[src/rtl/scsi_irq_pkg.sv]
package scsi_irq_pkg;
  localparam int DATA_W    = 8;
  localparam int ADDR_W    = 3;
  localparam int PHASE_W   = 3;
  localparam int SEQ_W     = 3;
  localparam int NUM_CAUSE = 4;

  localparam logic [2:0] A_INTR  = 3'd0;
  localparam logic [2:0] A_STAT  = 3'd1;
  localparam logic [2:0] A_SEQ   = 3'd2;
  localparam logic [2:0] A_FLAGS = 3'd3;
  localparam logic [2:0] A_CMD   = 3'd4;
  localparam logic [2:0] A_CFG   = 3'd5;

  localparam int CB_BS  = 0;
  localparam int CB_FC  = 1;
  localparam int CB_DC  = 2;
  localparam int CB_RST = 3;

  localparam int ST_TC    = 4;
  localparam int ST_PAR   = 5;
  localparam int ST_GROSS = 6;
  localparam int ST_IRQ   = 7;

  localparam logic [6:0] OP_CHIP_RST = 7'h01;
  localparam logic [6:0] OP_BUS_RST  = 7'h02;
  localparam logic [6:0] OP_DISC     = 7'h05;
  localparam logic [6:0] OP_INT_TEST = 7'h06;

  localparam logic [7:0] CFG_RST_VAL  = 8'h07;
  localparam int         CFG_NORPT_BIT = 6;

  typedef struct packed {
    logic chip_rst;
    logic bus_rst_irq;
    logic disc;
    logic int_test;
  } cmd_act_t;
endpackage

[src/rtl/scsi_irq_cmd_dec.sv]
module scsi_irq_cmd_dec
  import scsi_irq_pkg::*;
#(
  parameter int DW = DATA_W
) (
  input  logic          clk,
  input  logic          rst,
  input  logic          cmd_wr,
  input  logic [DW-1:0] cmd_data,
  input  logic          cfg_noreport,
  output cmd_act_t      act,
  output logic [DW-1:0] cmd_q,
  output logic          dma_mode_q,
  output logic          chip_rst_pulse_q
);
  localparam int DMA_BIT = DW - 1;
  localparam int OP_W    = DW - 1;

  logic [OP_W-1:0] opcode;
  assign opcode = cmd_data[OP_W-1:0];

  always_comb begin
    act = '0;
    if (cmd_wr) begin
      if (opcode == OP_W'(OP_CHIP_RST)) act.chip_rst = 1'b1;
      if (opcode == OP_W'(OP_BUS_RST))  act.bus_rst_irq = !cfg_noreport;
      if (opcode == OP_W'(OP_DISC))     act.disc = 1'b1;
      if (opcode == OP_W'(OP_INT_TEST)) act.int_test = 1'b1;
    end
  end

  always_ff @(posedge clk) begin
    if (rst || act.chip_rst) begin
      cmd_q      <= '0;
      dma_mode_q <= 1'b0;
    end else if (cmd_wr) begin
      cmd_q      <= cmd_data;
      dma_mode_q <= cmd_data[DMA_BIT];
    end
    chip_rst_pulse_q <= !rst && act.chip_rst;
  end
endmodule

[src/rtl/scsi_irq_cause_reg.sv]
module scsi_irq_cause_reg
  import scsi_irq_pkg::*;
#(
  parameter int NC     = NUM_CAUSE,
  parameter int DC_IDX = CB_DC
) (
  input  logic          clk,
  input  logic          rst,
  input  logic          chip_rst,
  input  logic          sel_fail,
  input  logic          int_test,
  input  logic          rd_clr,
  input  logic [NC-1:0] set_mask,
  output logic [NC-1:0] cause_q,
  output logic          irq_q
);
  logic          raise;
  logic [NC-1:0] cause_d;

  always_comb begin
    raise = (|set_mask) | sel_fail | int_test;
    if (sel_fail) begin
      cause_d = '0;
      cause_d[DC_IDX] = 1'b1;
    end else if (int_test) begin
      cause_d = set_mask;
    end else begin
      cause_d = (rd_clr ? '0 : cause_q) | set_mask;
    end
  end

  always_ff @(posedge clk) begin
    if (rst || chip_rst) begin
      cause_q <= '0;
      irq_q   <= 1'b0;
    end else begin
      cause_q <= cause_d;
      if (raise)       irq_q <= 1'b1;
      else if (rd_clr) irq_q <= 1'b0;
    end
  end


  irq_raise_chk: assert property (@(posedge clk) disable iff (rst)
    ((|set_mask) && !chip_rst) |=> irq_q);


  irq_hold_chk: assert property (@(posedge clk) disable iff (rst)
    (irq_q && !rd_clr && !chip_rst) |=> irq_q);


  irq_drop_chk: assert property (@(posedge clk) disable iff (rst)
    (rd_clr && !(|set_mask) && !sel_fail && !int_test && !chip_rst) |=> !irq_q);


  keep_new_chk: assert property (@(posedge clk) disable iff (rst)
    (rd_clr && !sel_fail && !int_test && !chip_rst)
    |=> ((cause_q & $past(set_mask)) == $past(set_mask)));
endmodule

[src/rtl/scsi_irq_stat_reg.sv]
module scsi_irq_stat_reg
  import scsi_irq_pkg::*;
#(
  parameter int DW = DATA_W,
  parameter int PW = PHASE_W
) (
  input  logic          clk,
  input  logic          rst,
  input  logic          chip_rst,
  input  logic          sel_fail,
  input  logic          rd_clr,
  input  logic          phase_ld,
  input  logic [PW-1:0] phase_val,
  input  logic          tc_set,
  input  logic          tc_clr,
  input  logic          par_set,
  input  logic          gross_set,
  output logic [DW-1:0] stat_o
);
  logic [PW-1:0] phase_q, phase_d;
  logic tc_q, tc_d, par_q, par_d, gross_q, gross_d;

  always_comb begin
    phase_d = phase_q;
    tc_d    = tc_q;
    par_d   = par_q;
    gross_d = gross_q;
    if (sel_fail) begin
      phase_d = '0;
      tc_d    = 1'b0;
      par_d   = 1'b0;
      gross_d = 1'b0;
    end else if (rd_clr) begin
      par_d   = 1'b0;
      gross_d = 1'b0;
    end
    if (phase_ld) phase_d = phase_val;
    if (tc_set)      tc_d = 1'b1;
    else if (tc_clr) tc_d = 1'b0;
    if (par_set)   par_d = 1'b1;
    if (gross_set) gross_d = 1'b1;
  end

  always_ff @(posedge clk) begin
    if (rst || chip_rst) begin
      phase_q <= '0;
      tc_q    <= 1'b0;
      par_q   <= 1'b0;
      gross_q <= 1'b0;
    end else begin
      phase_q <= phase_d;
      tc_q    <= tc_d;
      par_q   <= par_d;
      gross_q <= gross_d;
    end
  end

  always_comb begin
    stat_o = '0;
    stat_o[PW-1:0]  = phase_q;
    stat_o[ST_TC]   = tc_q;
    stat_o[ST_PAR]  = par_q;
    stat_o[ST_GROSS] = gross_q;
  end


  rd_mask_chk: assert property (@(posedge clk) disable iff (rst)
    (rd_clr && !chip_rst && !sel_fail && !phase_ld && !tc_set && !tc_clr
     && !par_set && !gross_set)
    |=> (!stat_o[ST_PAR] && !stat_o[ST_GROSS]
         && stat_o[PW-1:0] == $past(stat_o[PW-1:0])
         && stat_o[ST_TC] == $past(stat_o[ST_TC])));


  sel_clear_chk: assert property (@(posedge clk) disable iff (rst)
    (sel_fail && !phase_ld && !tc_set && !par_set && !gross_set) |=> (stat_o == '0));
endmodule

[src/rtl/scsi_irq_status.sv]
module scsi_irq_status
  import scsi_irq_pkg::*;
#(
  parameter int DW  = DATA_W,
  parameter int AW  = ADDR_W,
  parameter int PW  = PHASE_W,
  parameter int SW  = SEQ_W,
  parameter int NC  = NUM_CAUSE
) (
  input  logic          clk,
  input  logic          rst,
  input  logic          reg_wr,
  input  logic          reg_rd,
  input  logic [AW-1:0] reg_addr,
  input  logic [DW-1:0] reg_wdata,
  output logic [DW-1:0] reg_rdata,
  input  logic          ev_done,
  input  logic          ev_done_fc,
  input  logic          ev_disc,
  input  logic          ev_sel_fail,
  input  logic          phase_ld,
  input  logic [PW-1:0] phase_val,
  input  logic          tc_set,
  input  logic          tc_clr,
  input  logic          par_err,
  input  logic          gross_err,
  input  logic          seq_ld,
  input  logic [SW-1:0] seq_val,
  input  logic          flags_ld,
  input  logic [DW-1:0] flags_val,
  output logic          irq_o,
  output logic          dma_mode_o,
  output logic          chip_reset_o
);
  localparam logic [DW-1:0] CFG_INIT = DW'(CFG_RST_VAL);

  cmd_act_t      act;
  logic [DW-1:0] cmd_q, cfg_q, flags_q, stat_w;
  logic [SW-1:0] seq_q;
  logic [NC-1:0] cause_q, set_mask;
  logic          rd_clr, cmd_wr;

  assign cmd_wr = reg_wr && (reg_addr == AW'(A_CMD));
  assign rd_clr = reg_rd && (reg_addr == AW'(A_INTR));

  scsi_irq_cmd_dec #(.DW(DW)) u_dec (
    .clk(clk), .rst(rst), .cmd_wr(cmd_wr), .cmd_data(reg_wdata),
    .cfg_noreport(cfg_q[CFG_NORPT_BIT]), .act(act), .cmd_q(cmd_q),
    .dma_mode_q(dma_mode_o), .chip_rst_pulse_q(chip_reset_o)
  );

  always_comb begin
    set_mask = '0;
    set_mask[CB_BS]  = ev_done;
    set_mask[CB_FC]  = ev_done && ev_done_fc;
    set_mask[CB_DC]  = ev_disc || act.disc;
    set_mask[CB_RST] = act.bus_rst_irq;
  end

  scsi_irq_cause_reg #(.NC(NC), .DC_IDX(CB_DC)) u_cause (
    .clk(clk), .rst(rst), .chip_rst(act.chip_rst), .sel_fail(ev_sel_fail),
    .int_test(act.int_test), .rd_clr(rd_clr), .set_mask(set_mask),
    .cause_q(cause_q), .irq_q(irq_o)
  );

  scsi_irq_stat_reg #(.DW(DW), .PW(PW)) u_stat (
    .clk(clk), .rst(rst), .chip_rst(act.chip_rst), .sel_fail(ev_sel_fail),
    .rd_clr(rd_clr), .phase_ld(phase_ld), .phase_val(phase_val),
    .tc_set(tc_set), .tc_clr(tc_clr), .par_set(par_err),
    .gross_set(gross_err), .stat_o(stat_w)
  );

  always_ff @(posedge clk) begin
    if (rst || act.chip_rst) begin
      seq_q   <= '0;
      flags_q <= '0;
      cfg_q   <= CFG_INIT;
    end else begin
      if (act.disc)    seq_q <= '0;
      else if (seq_ld) seq_q <= seq_val;
      if (act.disc)      flags_q <= '0;
      else if (flags_ld) flags_q <= flags_val;
      if (reg_wr && reg_addr == AW'(A_CFG)) cfg_q <= reg_wdata;
    end
  end

  always_ff @(posedge clk) begin
    if (rst) begin
      reg_rdata <= '0;
    end else if (reg_rd) begin
      case (reg_addr)
        AW'(A_INTR):  reg_rdata <= DW'(cause_q);
        AW'(A_STAT):  reg_rdata <= stat_w | (DW'(irq_o) << ST_IRQ);
        AW'(A_SEQ):   reg_rdata <= DW'(seq_q);
        AW'(A_FLAGS): reg_rdata <= flags_q;
        AW'(A_CMD):   reg_rdata <= cmd_q;
        AW'(A_CFG):   reg_rdata <= cfg_q;
        default:      reg_rdata <= '0;
      endcase
    end
  end


  chip_rst_chk: assert property (@(posedge clk) disable iff (rst)
    act.chip_rst |=> (!irq_o && !dma_mode_o && chip_reset_o && cfg_q == CFG_INIT));


  disc_cmd_chk: assert property (@(posedge clk) disable iff (rst)
    act.disc |=> (irq_o && seq_q == '0 && flags_q == '0 && cause_q[CB_DC]));


  sel_fail_chk: assert property (@(posedge clk) disable iff (rst)
    (ev_sel_fail && !act.chip_rst) |=> (irq_o && cause_q == NC'(1 << CB_DC)));
endmodule

[config.mk]
export PLATFORM = sky130hd
export DESIGN_NAME = scsi_irq_status
export DESIGN_NICKNAME = d
export VERILOG_FILES = /design/src/rtl/scsi_irq_pkg.sv /design/src/rtl/scsi_irq_cmd_dec.sv /design/src/rtl/scsi_irq_cause_reg.sv /design/src/rtl/scsi_irq_stat_reg.sv /design/src/rtl/scsi_irq_status.sv
export SDC_FILE = /design/constraint.sdc
export NUM_CORES = 1
export LEC_CHECK = 0
export ABC_CLOCK_PERIOD_IN_PS = 1910
export BUFFER_PORTS_ARGS = -buffer_cell sky130_fd_sc_hd__buf_2
export CAP_MARGIN = 20
export CORE_MARGIN = 10
export CORE_UTILIZATION = 40
export CTS_BUF_LIST = sky130_fd_sc_hd__clkbuf_16
export DETAILED_ROUTE_END_ITERATION = 8
export GPL_ROUTABILITY_DRIVEN = 0
export SLEW_MARGIN = 25
export SYNTH_ARGS = -nofsm -noshare
export SYNTH_HDL_FRONTEND = slang
export SYNTH_SLANG_ARGS = --single-unit
export TNS_END_PERCENT = 1
[constraint.sdc]
create_clock -name clk -period 1.91 [get_ports clk]
set_clock_uncertainty 0.15 [all_clocks]
set_input_delay 0.0955 -clock clk [delete_from_list [all_inputs] [get_ports clk]]
set_output_delay 0.0955 -clock clk [all_outputs]
set_load 0.01 [all_outputs]
**Word level (Yosys, flattened, before mapping)**

Index checks and enable logic that the tools add are counted.

- Register bits: 48
- Output and inout bits: 11
- Logic and storage cells: 64

- Equal/unequal tests: 9
- Multiplexer cells: 19
- Bitwise logic cells: 4
- Reductions and logical operators: 18

Operators with widths:

| operator | count |
|---|---|
| $pmux 8 s6 | 1 |
| $eq 7x3->1 const B | 2 |
| $mux 1 | 12 |
| $mux 4 | 3 |
| $mux 3 | 3 |
| $reduce_bool 3->1 | 3 |
| $or 7x8->8 | 1 |
| $eq 7x1->1 const B | 1 |
| $eq 7x2->1 const B | 1 |
| $eq 3x2->1 const B | 2 |
| $eq 3x3->1 const B | 2 |
| $logic_and 1x1->1 | 5 |
| $or 4x4->4 | 1 |
| $reduce_bool 2->1 | 2 |
| $reduce_or 2->1 | 2 |
| $reduce_or 4->1 | 1 |
| $eq 3x1->1 const B | 1 |
| $logic_not 3->1 | 1 |
| $logic_not 1->1 | 2 |
| $logic_or 1x1->1 | 2 |
| $or 1x1->1 | 2 |

**Depth between registers and ports, before layout**

Gate-level depths: netlist of run 1.

- Word-level depth: 8
- Mapped depth: 6
- Gate-level depth less buffers: 4

**Modules after synthesis**

From an unflattened synthesis of run 1, not the netlist that was laid out.

- Cells, all modules: 238
- Area, all modules: 2220.9 um^2

Modules (own cells, without submodules):

| module | instances | cells an instance | area an instance (um^2) | sequential area each (um^2) |
|---|---|---|---|---|
| scsi_irq_status | 1 | 152 | 1350.0 | 540.5 |
| scsi_irq_cmd_dec | 1 | 39 | 406.6 | 180.2 |
| scsi_irq_stat_reg | 1 | 29 | 269.0 | 120.1 |
| scsi_irq_cause_reg | 1 | 18 | 195.2 | 100.1 |

**Worst setup path after synthesis of run 1**

Ideal clock, no wire load.

- Path type: input-to-reg
- Start point: input port reg_wdata[3]
- End point: register u_cause.irq_q
- Setup time: 134 ps
- Arrival time: 1031 ps
- Slack: 595 ps
- Stages on the path: 5
- Buffers on the path: 1
- Cell sequence: nor4_4 nand4b_4 o21bai_4 buf_6 a41oi_1

- Word-level cells in the longest chain between the ends: 8

Ends and longest elaborated chain:

| what | line | RTL |
|---|---|---|
| start, declared | scsi_irq_status.sv:15 | `input logic [DW-1:0] reg_wdata,` |
| $eq 7x3->1 | scsi_irq_cmd_dec.sv:27 | `if (opcode == OP_W'(OP_DISC)) act.disc = 1'b1;` |
| $mux 1 | scsi_irq_cmd_dec.sv:27 |  |
| $mux 4 (*) | scsi_irq_cmd_dec.sv:24 | `if (cmd_wr) begin` |
| $logic_or 1x1->1 | scsi_irq_status.sv:56 | `set_mask[CB_DC] = ev_disc \|\| act.disc;` |
| $reduce_or 4->1 | scsi_irq_cause_reg.sv:21 | `raise = (\|set_mask) \| sel_fail \| int_test;` |
| $or 1x1->1 (2 in a row) | scsi_irq_cause_reg.sv:21 |  |
| $mux 1 or $reduce_bool 2->1 (tied branches) | n/a |  |
| end signal, assigned | scsi_irq_cause_reg.sv:35 | `irq_q <= 1'b0;` |
| end signal, assigned | scsi_irq_cause_reg.sv:38 | `if (raise) irq_q <= 1'b1;` |
| end signal, assigned | scsi_irq_cause_reg.sv:39 | `else if (rd_clr) irq_q <= 1'b0;` |
| end, declared | scsi_irq_cause_reg.sv:15 | `output logic irq_q` |

Mark *: on every way between the ends. The rest lies on a longest branch, timed or not.
A chain may end at the register's enable or synchronous reset.

**Worst setup path after layout of run 1**

- Start point: input port reg_wdata[5]
- End point: register u_cause.irq_q

Same word-level chain as after synthesis.

==> results.txt, run 1 <==
status: finished, final reports clean
met3 Use GR: 0.0476
Tcrit/Tclk final: 0.950
WP data arrival: 1820 ps
Top FF cell, synth: dfxtp_1
pin count of the biggest net entering global routing: 18
# fillers: 467
HP Class: in2reg
critical path type: in2reg
Hold Path Sink: flags_q[0]
Final Slew Violations: 0
Synth Instances: 230
register area share after synthesis: 0.450
Routed WL per cell: 14.9 um
fraction of layout cells with a size suffix above 1: 0.241
num rows: 26
setup slack after layout: 96.4 ps
clk slew on worst S/H paths: 60 ps
leading cell types in the layout, fill and taps excluded: 48 x buf_2, 47 x dfxtp_1, 35 x dlygate4sd3_1
Startpoint Class: input pin
# nets final: 359
FF-to-FF setup slack: 500 ps
initial drt markers: 75
port bufs: 50
first-pass GRT wire length: 9.82 mm
cts bufs inserted: 5
Synth area leaders: dfxtp_1 45%, mux2i_1 8.6%, nand2_1 6.1%, nor2_1 5.4%, a21oi_1 5.3%
distinct cell type count after synthesis: 39
Synth area leader: dfxtp_1
unrepaired setup endpoints after global routing: no
Fmax achieved: 0.551 GHz
post-synthesis compound-gate area fraction: 0.180
area share of fa/ha/maj cells after synthesis: 0
final hold viol count: 0
min Tclk post-route: 1810 ps
number of global-route vias before repair: 2046
ANT cells: 0
starting density of the core: 0.412
met1 Track Usage GR: 0.179
Layout area overhead: 42.7%
synthesized net count: 270
CTS tree: done
R2R depth: 4
max_cap viols: 0
initial antenna violation count: 0
proportion of synthesized area in mux cells: 0.108
CTS Sinks: 47
Die Footprint: 8520 sq um
setup TNS: 0 ps
Max-slew headroom: 0.728
hold depth: 3
Syn Area/Cell: 9.09 sq um
GRT Overall Usage: 0.141
Die Wd: 92.3 um
Post-synth ARST share: 0
Ports: 51
grt ovf: 0
busiest grt layer: met2
largest family of logic cells by synthesized area: simple AND/OR/NAND/NOR gates
commonest non-fill, non-tap cell in the layout: buf_2
Mapped Area: 2090 sq um
clock root cell: clkbuf_16
area share of the largest cell type after synthesis: 0.450
DRC errors left: 0
H-tree Lvls: 2
Slew @ Worst Pin: 407 ps
Critical Path RT: 1920 ps
Die H: 92.3 um
flops & latches, synth: 47
CTS max path bufs: 2
Yosys warning total: 0
worst vdd ir: 381 uV
Antenna Violating Nets Remaining: 0
GR Util met2: 0.222
Post-CTS Setup Repair Bufs: 0
r2r startpoint: u_stat.phase_q[1]
leakage: 1.28 nW
Post-Synth XOR/XNOR Area: 0
1st-pass router iterations: 5
Fin Hold WS: 86.0 ps
Power Density: 788 nW/um^2
Via density: 4.99
area of the multi-input gates: 1040 sq um
core footprint: 5070 sq um
via count: 1946
Post-synth EDFFs: 0
simple-gate share of the synthesized area: 0.209
worst hold start: flags_ld
flip-flop and latch area: 941 sq um
Clock Latency Late Sink: 290 ps
Setup crit end kind: register
Post-DP HPWL: 4.27 mm
worst flop-to-flop path endpoint: u_stat.phase_q[1]
Setup Viol. Count Final: 0
pre-CTS setup slack: 318 ps
top fanout value on the critical path: 15
Post-Route WL: 5.80 mm
==> registers in the layout, indices dropped and copies added, names as in the netlist <==
signal and flops:
u_dec.cmd_q 7, u_dec.chip_rst_pulse_q 1, u_cause.cause_q 4, u_dec.dma_mode_q 1, seq_q 3, u_stat.gross_q 1
flags_q 8, cfg_q 8, reg_rdata 8, u_stat.phase_q 3, u_stat.par_q 1, u_stat.tc_q 1
u_cause.irq_q 1
==> Yosys cell counts (2+ instances only) <==
library cell / n
a21oi_1: 22
a22oi_1: 6
clkbuf_1: 6
nor3b_1: 3
buf_4: 3
a22o_1: 2
a41oi_1: 2
nor2b_1: 3
buf_6: 3
dfxtp_1: 47
nand3_1: 3
nor2_1: 30
nand3b_1: 2
nor3_1: 7
nand2_1: 34
a211oi_1: 6
o31ai_1: 2
o22ai_1: 2
mux2i_1: 18
mux2_2: 2
o2bb2ai_1: 4
buf_2: 4
inv_1: 3
==> layout make-up <==
type	instances	area share
flip-flops and latches	47	0.315
repair buffers	98	0.246
clock buffers	5	0.0419
multi-input cells	164	0.349
clock inverters	3	0.0147
inverters	3	0.00377
well taps	70	0.0294
==> critical path, cell delays in order <==
cell and delay (ps):
dlygate4sd3_1 550, buf_2 160, nor4_4 340, nand4b_4 200, o21bai_4 260, buf_12 180, a41oi_1 40
==> logic make-up (layout without fill, tap and decap cells) <==
group / count (synthesis) / in the layout
buffers and inverters: 19 / 109
multiplexers: 21 / 21
flip-flops: 47 / 47
AO/OA/AOI/OAI: 54 / 54
AND/OR/NAND/NOR: 89 / 89
==> report_power, final <==
group	switching, mW	leakage [nW]	internal [mW]
registers	0.0239	0.386	1.02
clock network	0.360	0.0838	0.616
logic	0.151	0.813	0.175
total	0.535	1.28	1.82
==> through the flow <==
step                power [mW]  cell area (sq um)  std cells  utilization
finish                    2.35               2980        390        0.588
global route              2.45               2980        390        0.588
floorplan                 1.22               2090        230            -
detailed placement        1.33               2420        345        0.478
global placement          1.33               2420        345        0.478
CTS                       2.38               2960        390        0.584
==> layer usage <==
layer	wire length, um	vias up
met2	2600	52
met5	0	-
met1	2760	885
met3	363	9
met4	72	0
li1	-	1000
==> worst max-delay path by stage <==
stage,startpoint,end
6_report,reg_wdata[5],u_cause.irq_q
5_1_grt,reg_wdata[5],u_dec.dma_mode_q
4_1_cts,reg_wdata[3],flags_q[1]
3_5_place_dp,reg_wdata[3],flags_q[7]
3_3_place_gp,reg_wdata[3],flags_q[1]
2_1_floorplan,reg_wdata[3],u_cause.irq_q
==> repair_timing <==
item                                   CTS  global route
endpoints found under the hold margin   41             0
gates resized for setup                  0             7
setup endpoints to repair                0            33
hold buffers                            37             0
Note: power is estimated with default switching activity, not from simulation.
==> run 2, diff against run 1 <==
- RECOVER_POWER: not set -> 25
==> results.txt, run 2 (synthesis gave the netlist of run 1 again) <==
Fmax achieved: 0.552 GHz (about the same)
cell-by-cell trace of the critical path: dlygate4sd3_1 -> buf_2 -> nor4_4 -> nand4b_4 -> o21bai_4 -> buf_12 -> a41oi_1
starting density of the core: 0.412 (unchanged)
WP data arrival: 1820 ps (about the same)
1st-pass router iterations: 4 (-1)
Clock Latency Late Sink: 290 ps (about the same)
Routed WL per cell: 14.9 um (+0.21%)
Setup crit end kind: register
commonest non-fill, non-tap cell in the layout: dfxtp_1
num rows: 26 (unchanged)
CTS max path bufs: 2 (unchanged)
H-tree Lvls: 2 (unchanged)
worst path bufs/invs: 3 (unchanged)
core footprint: 5070 sq um (unchanged)
Design Area, Final: 2970 sq um (-0.46%)
Post-Place Cell Area: 2420 sq um (unchanged)
status: finished, final reports clean
Pwr Total: 2.35 mW (-0.14%)
Placed Cells: 345 (unchanged)
CP delay by family, top: buffers and inverters
unrepaired setup endpoints after global routing: no
GRT Overall Usage: 0.141 (unchanged)
Startpoint Class: input pin
initial drt markers: 90 (+20%)
Ports: 51 (unchanged)
Antenna Violating Nets Remaining: 0 (unchanged)
port bufs: 50 (unchanged)
Die Footprint: 8520 sq um (unchanged)
critical path type: in2reg
top fanout value on the critical path: 15 (unchanged)
ANT cells: 0 (unchanged)
setup TNS: 0 ps (unchanged)
Final Slew Violations: 0 (unchanged)
grt ovf: 0 (unchanged)
Core Util, Final: 0.585 (-0.00271)
initial antenna violation count: 0 (unchanged)
# nets final: 359 (unchanged)
Max-slew headroom: 0.728 (about the same)
worst vdd ir: 364 uV (-4.4%)
Crit-path slowest cell: dlygate4sd3_1
HP Class: in2reg
Slew @ Worst Pin: 407 ps (-0.0496 ps)
DRC errors left: 0 (unchanged)
first-pass GRT wire length: 9.82 mm (unchanged)
max_cap viols: 0 (unchanged)
pre-CTS setup slack: 318 ps (unchanged)
fraction of layout cells with a size suffix above 1: 0.206 (-0.0344)
Critical Path RT: 1920 ps (about the same)
Via density: 4.97 (-0.31%)
Die Wd: 92.3 um (unchanged)
Post-Route WL: 5.82 mm (+0.21%)
final hold viol count: 0 (unchanged)
Die H: 92.3 um (unchanged)
leading cell types in the layout, fill and taps excluded: 47 x dfxtp_1, 37 x buf_2, 35 x dlygate4sd3_1
Largest regs: cfg_q x8, flags_q x8, reg_rdata x8
CTS Sinks: 47 (unchanged)
pin count of the biggest net entering global routing: 18 (unchanged)
clock root cell: clkbuf_16
Fin Hold WS: 86.0 ps (-0.0612 ps)
Worst path max stage delay: 550 ps (about the same)
Tcrit/Tclk final: 0.949 (about the same)
setup slack after layout: 97.3 ps (+0.960 ps)
Power Density: 790 nW/um^2 (+0.33%)
clk slew on worst S/H paths: 60 ps (about the same)
final cell count without fillers: 390 (unchanged)
cts bufs inserted: 5 (unchanged)
Post-DP HPWL: 4.27 mm (unchanged)
Setup Viol. Count Final: 0 (unchanged)
leakage: 1.24 nW (-3.3%)
number of global-route vias before repair: 2046 (unchanged)
via count: 1940 (-0.31%)
Post-CTS Setup Repair Bufs: 0 (unchanged)
Layout area overhead: 42.1%
CTS tree: done
min Tclk post-route: 1810 ps (-0.960 ps)
## run 2: routing by layer
layer	GRT usage	routed length (um)
met4	0.0411	72
met5	0	0
met2	0.222	2610
met3	0.0476	344
met1	0.179	2790
## run 2: timing repair
action / in CTS / in global routing
gates resized for setup: 0 / 7
endpoints found under the setup margin: 0 / 33
hold buffers: 37 / 0
endpoints found under the hold margin: 41 / 0
## run 2: worst paths after layout
path,slack [ps],cells past startpoint,end,startpoint
worst min register to register,300,2,cfg_q[5],cfg_q[5]
worst max-delay path,100,7,u_cause.irq_q,reg_wdata[5]
worst max register to register,500,4,u_stat.phase_q[1],u_stat.phase_q[1]
worst min-delay path,90,3,flags_q[0],flags_ld
## run 2: area by class of cell
| class | instances | area, sq um |
|---|---|---|
| inverters | 3 | 11.3 |
| fillers | 472 | 2100 |
| clock inverters | 3 | 43.8 |
| repair buffers | 98 | 719 |
| flip-flops and latches | 47 | 941 |
| clock buffers | 5 | 125 |
| multi-input cells | 164 | 1040 |
| well taps | 70 | 87.6 |
## run 2: worst reg2reg max path: cells and delay by family, from the launching register on
kind / cells / cell delay [ps]
buffers and inverters: 1 / 560
DFF: 1 / 320
and+or+nand+nor: 2 / 270
AOI/OAI and AO/OA: 1 / 60
## run 2: where the power goes
part	switching [mW]	internal, mW	leakage (nW)
sequential	0.0243	1.02	0.386
combinational	0.150	0.172	0.770
clock	0.360	0.616	0.0838
==> run 3, diff against run 2 <==
- ABC_AREA: not set -> 1
- BUFFER_PORTS_ARGS: -buffer_cell sky130_fd_sc_hd__buf_2 -> -buffer_cell sky130_fd_sc_hd__clkbuf_2
==> results.txt, run 3 <==
status: finished, final reports clean
worst hold start: reg_wdata[3]
Core Util, Final: 0.578 (-0.00718)
unrepaired setup endpoints after global routing: no
Synth Instances: 306 (+33%)
area share of the largest cell type after synthesis: 0.430 (-0.0203)
WP data arrival: 1800 ps (-20 ps)
Final Slew Violations: 0 (unchanged)
initial antenna violation count: 0 (unchanged)
leading cell types in the layout, fill and taps excluded: 79 x nand2_1, 47 x dfxtp_1, 39 x dlygate4sd3_1
Die Wd: 94.0 um (+1.8%)
Layout area overhead: 37.4%
Power Density: 769 nW/um^2 (-2.7%)
worst path bufs/invs: 4 (+1)
# nets final: 431 (+20%)
top fanout value on the critical path: 6 (-9)
Post-Route WL: 6.64 mm (+14%)
CTS max path bufs: 2 (unchanged)
clock share of power: 0.420 (+0.004)
final hold viol count: 0 (unchanged)
Max-slew headroom: 0.654 (-0.0737)
port bufs: 50 (unchanged)
worst vdd ir: 495 uV (+36%)
# fillers: 499 (+5.7%)
Syn Area/Cell: 7.16 sq um (-21%)
Critical Path RT: 1930 ps (about the same)
Comb pwr share: 0.130 (-0.007)
fraction of layout cells with a size suffix above 1: 0.186 (-0.0200)
switching power share of the total: 0.235 (+0.00779)
Worst path max stage delay: 600 ps (+50 ps)
Post-synth EDFFs: 0 (unchanged)
first-pass GRT wire length: 10.8 mm (+10%)
Pwr Total: 2.31 mW (-1.5%)
distinct cell type count after synthesis: 25 (-36%)
HP Class: in2reg
CTS tree: done
pin count of the biggest net entering global routing: 23 (+5)
Yosys warning total: 0 (unchanged)
Critical Path Source: reg_wdata[5]
GRT Overall Usage: 0.153 (+0.0115)
Psw: 0.545 mW (+1.9%)
flops & latches, synth: 47 (unchanged)
Antenna Violating Nets Remaining: 0 (unchanged)
cell-by-cell trace of the critical path: dlygate4sd3_1 -> inv_2 -> nand2_2 -> nor2_2 -> nand2_1 -> nand2_2 -> inv_2 -> o21a_1 -> dlygate4sd3_1
initial drt markers: 145 (+61%)
Slew @ Worst Pin: 519 ps (+112 ps)
r2r startpoint: u_stat.tc_q
Top FF cell, synth: dfxtp_1
Design Area, Final: 3010 sq um (+1.3%)
Post-synth ARST share: 0 (unchanged)
Largest regs: cfg_q x8, flags_q x8, reg_rdata x8
CTS Sinks: 47 (unchanged)
Startpoint Class: input pin
1st-pass router iterations: 4 (unchanged)
Routed WL per cell: 14.3 um (-3.8%)
Ports: 51 (unchanged)
DRC errors left: 0 (unchanged)
max_cap viols: 0 (unchanged)
Post-DP HPWL: 4.72 mm (+11%)
commonest non-fill, non-tap cell in the layout: nand2_1
setup TNS: 0 ps (unchanged)
register area share after synthesis: 0.430 (-0.0203)
Die H: 94.0 um (+1.8%)
number of global-route vias before repair: 2297 (+12%)
min Tclk post-route: 1780 ps (-37.6 ps)
cell internal power dissipation: 1.77 mW (-2.5%)
Synth area leader: dfxtp_1
critical path type: in2reg
Crit-path slowest cell: dlygate4sd3_1
power share of the sequential group: 0.451 (+0.004)
Setup crit end kind: register
Die Footprint: 8830 sq um (+3.7%)
Fmax achieved: 0.563 GHz (+2.1%)
most frequent cell after synthesis: nand2_1
num rows: 26 (unchanged)
cts bufs inserted: 5 (unchanged)
core footprint: 5200 sq um (+2.6%)
clock root cell: clkbuf_16
Tcrit/Tclk final: 0.929 (-0.0197)
H-tree Lvls: 2 (unchanged)
starting density of the core: 0.421 (+0.00869)
Fin Hold WS: 3.12 ps (-82.8 ps)
Via density: 4.92 (-1.1%)
leakage: 1.28 nW (+3.0%)
Commonest cells post-synth: 80 x nand2_1, 47 x dfxtp_1, 38 x nand3_1
Mapped Area: 2190 sq um (+4.7%)
CP delay by family, top: buffers and inverters
Setup Viol. Count Final: 0 (unchanged)
via count: 2277 (+17%)
synthesized net count: 346 (+28%)
Clock Latency Late Sink: 280 ps (about the same)
Post-Place Cell Area: 2470 sq um (+1.9%)
grt ovf: 0 (unchanged)
Synth area leaders: dfxtp_1 43%, nand2_1 14%, nand3_1 8.7%, a21oi_1 6.2%, nor2_1 5.5%
clk slew on worst S/H paths: 60 ps (about the same)
## run 3: cell count changes after synthesis, sizes merged, moves of 8 or more
cell   change
a21oi     +12
inv       +17
mux2i     -18
nand2     +49
nand3     +38
nor2       +8
o21ai     +10
## run 3: repair_timing
action | 4_1_cts | 5_1_grt
hold buffers | 39 | 0
endpoints found under the hold margin | 39 | 0
endpoints found under the setup margin | 0 | 1
resized for setup | 0 | 3
buffers inserted | 0 | 0
## run 3: per-layer routing
metal  vias up  track usage  routed length (um)
li1       1179            -                   -
met5         -            0                   0
met2        52        0.249                3200
met3        11       0.0440                 327
met1      1035        0.187                3000
met4         0       0.0532                 109
## run 3: cells by family after synthesis
logic type             count (synthesis)  share of synthesized area
AO/OA/AOI/OAI                         53                      0.142
buffers and inverters                 36                     0.0811
flip-flops                            47                      0.430
AND/OR/NAND/NOR                      170                      0.347
## run 3: area by class of cell
type / instances / area [sq um] / area share
repair buffers: 94 / 666 / 0.221
clock inverters: 3 / 38.8 / 0.0129
inverters: 20 / 75.1 / 0.0249
diodes: 1 / 2.50 / 0.000832
multi-input cells: 223 / 1070 / 0.357
flip-flops and latches: 47 / 941 / 0.313
well taps: 70 / 87.6 / 0.0291
clock buffers: 5 / 125 / 0.0416
## run 3: metrics by stage
stage	std cells	setup WS (ps)
5_1_grt	462	23.9
3_5_place_dp	416	391
6_report	463	135
4_1_cts	463	32.8
3_3_place_gp	416	430
2_1_floorplan	306	767
## run 3: final timing paths
| kind | end | slack, ps | cells past startpoint |
|---|---|---|---|
| min | cfg_q[3] | 3 | 3 |
| max | u_stat.tc_q | 130 | 9 |
| max reg2reg | u_stat.tc_q | 530 | 4 |
| min reg2reg | cfg_q[4] | 310 | 2 |
## run 3: worst register-to-register path: cells and delay by family (launching register included)
kind / cells / cell delay (ps)
AND/OR/NAND/NOR: 2 / 100
flip-flops: 1 / 330
buffers and inverters: 1 / 540
AO/OA/AOI/OAI: 1 / 150
## run 3: power groups by stage
stage                     Sequential [mW]  Clock [mW]  Combinational (mW)
after floorplan                      1.06           0               0.146
after global placement               1.06           0               0.233
after detailed placement             1.06           0               0.236
after CTS                            1.04       0.979               0.299
after global routing                 1.04        1.02               0.334
final                                1.04       0.971               0.300
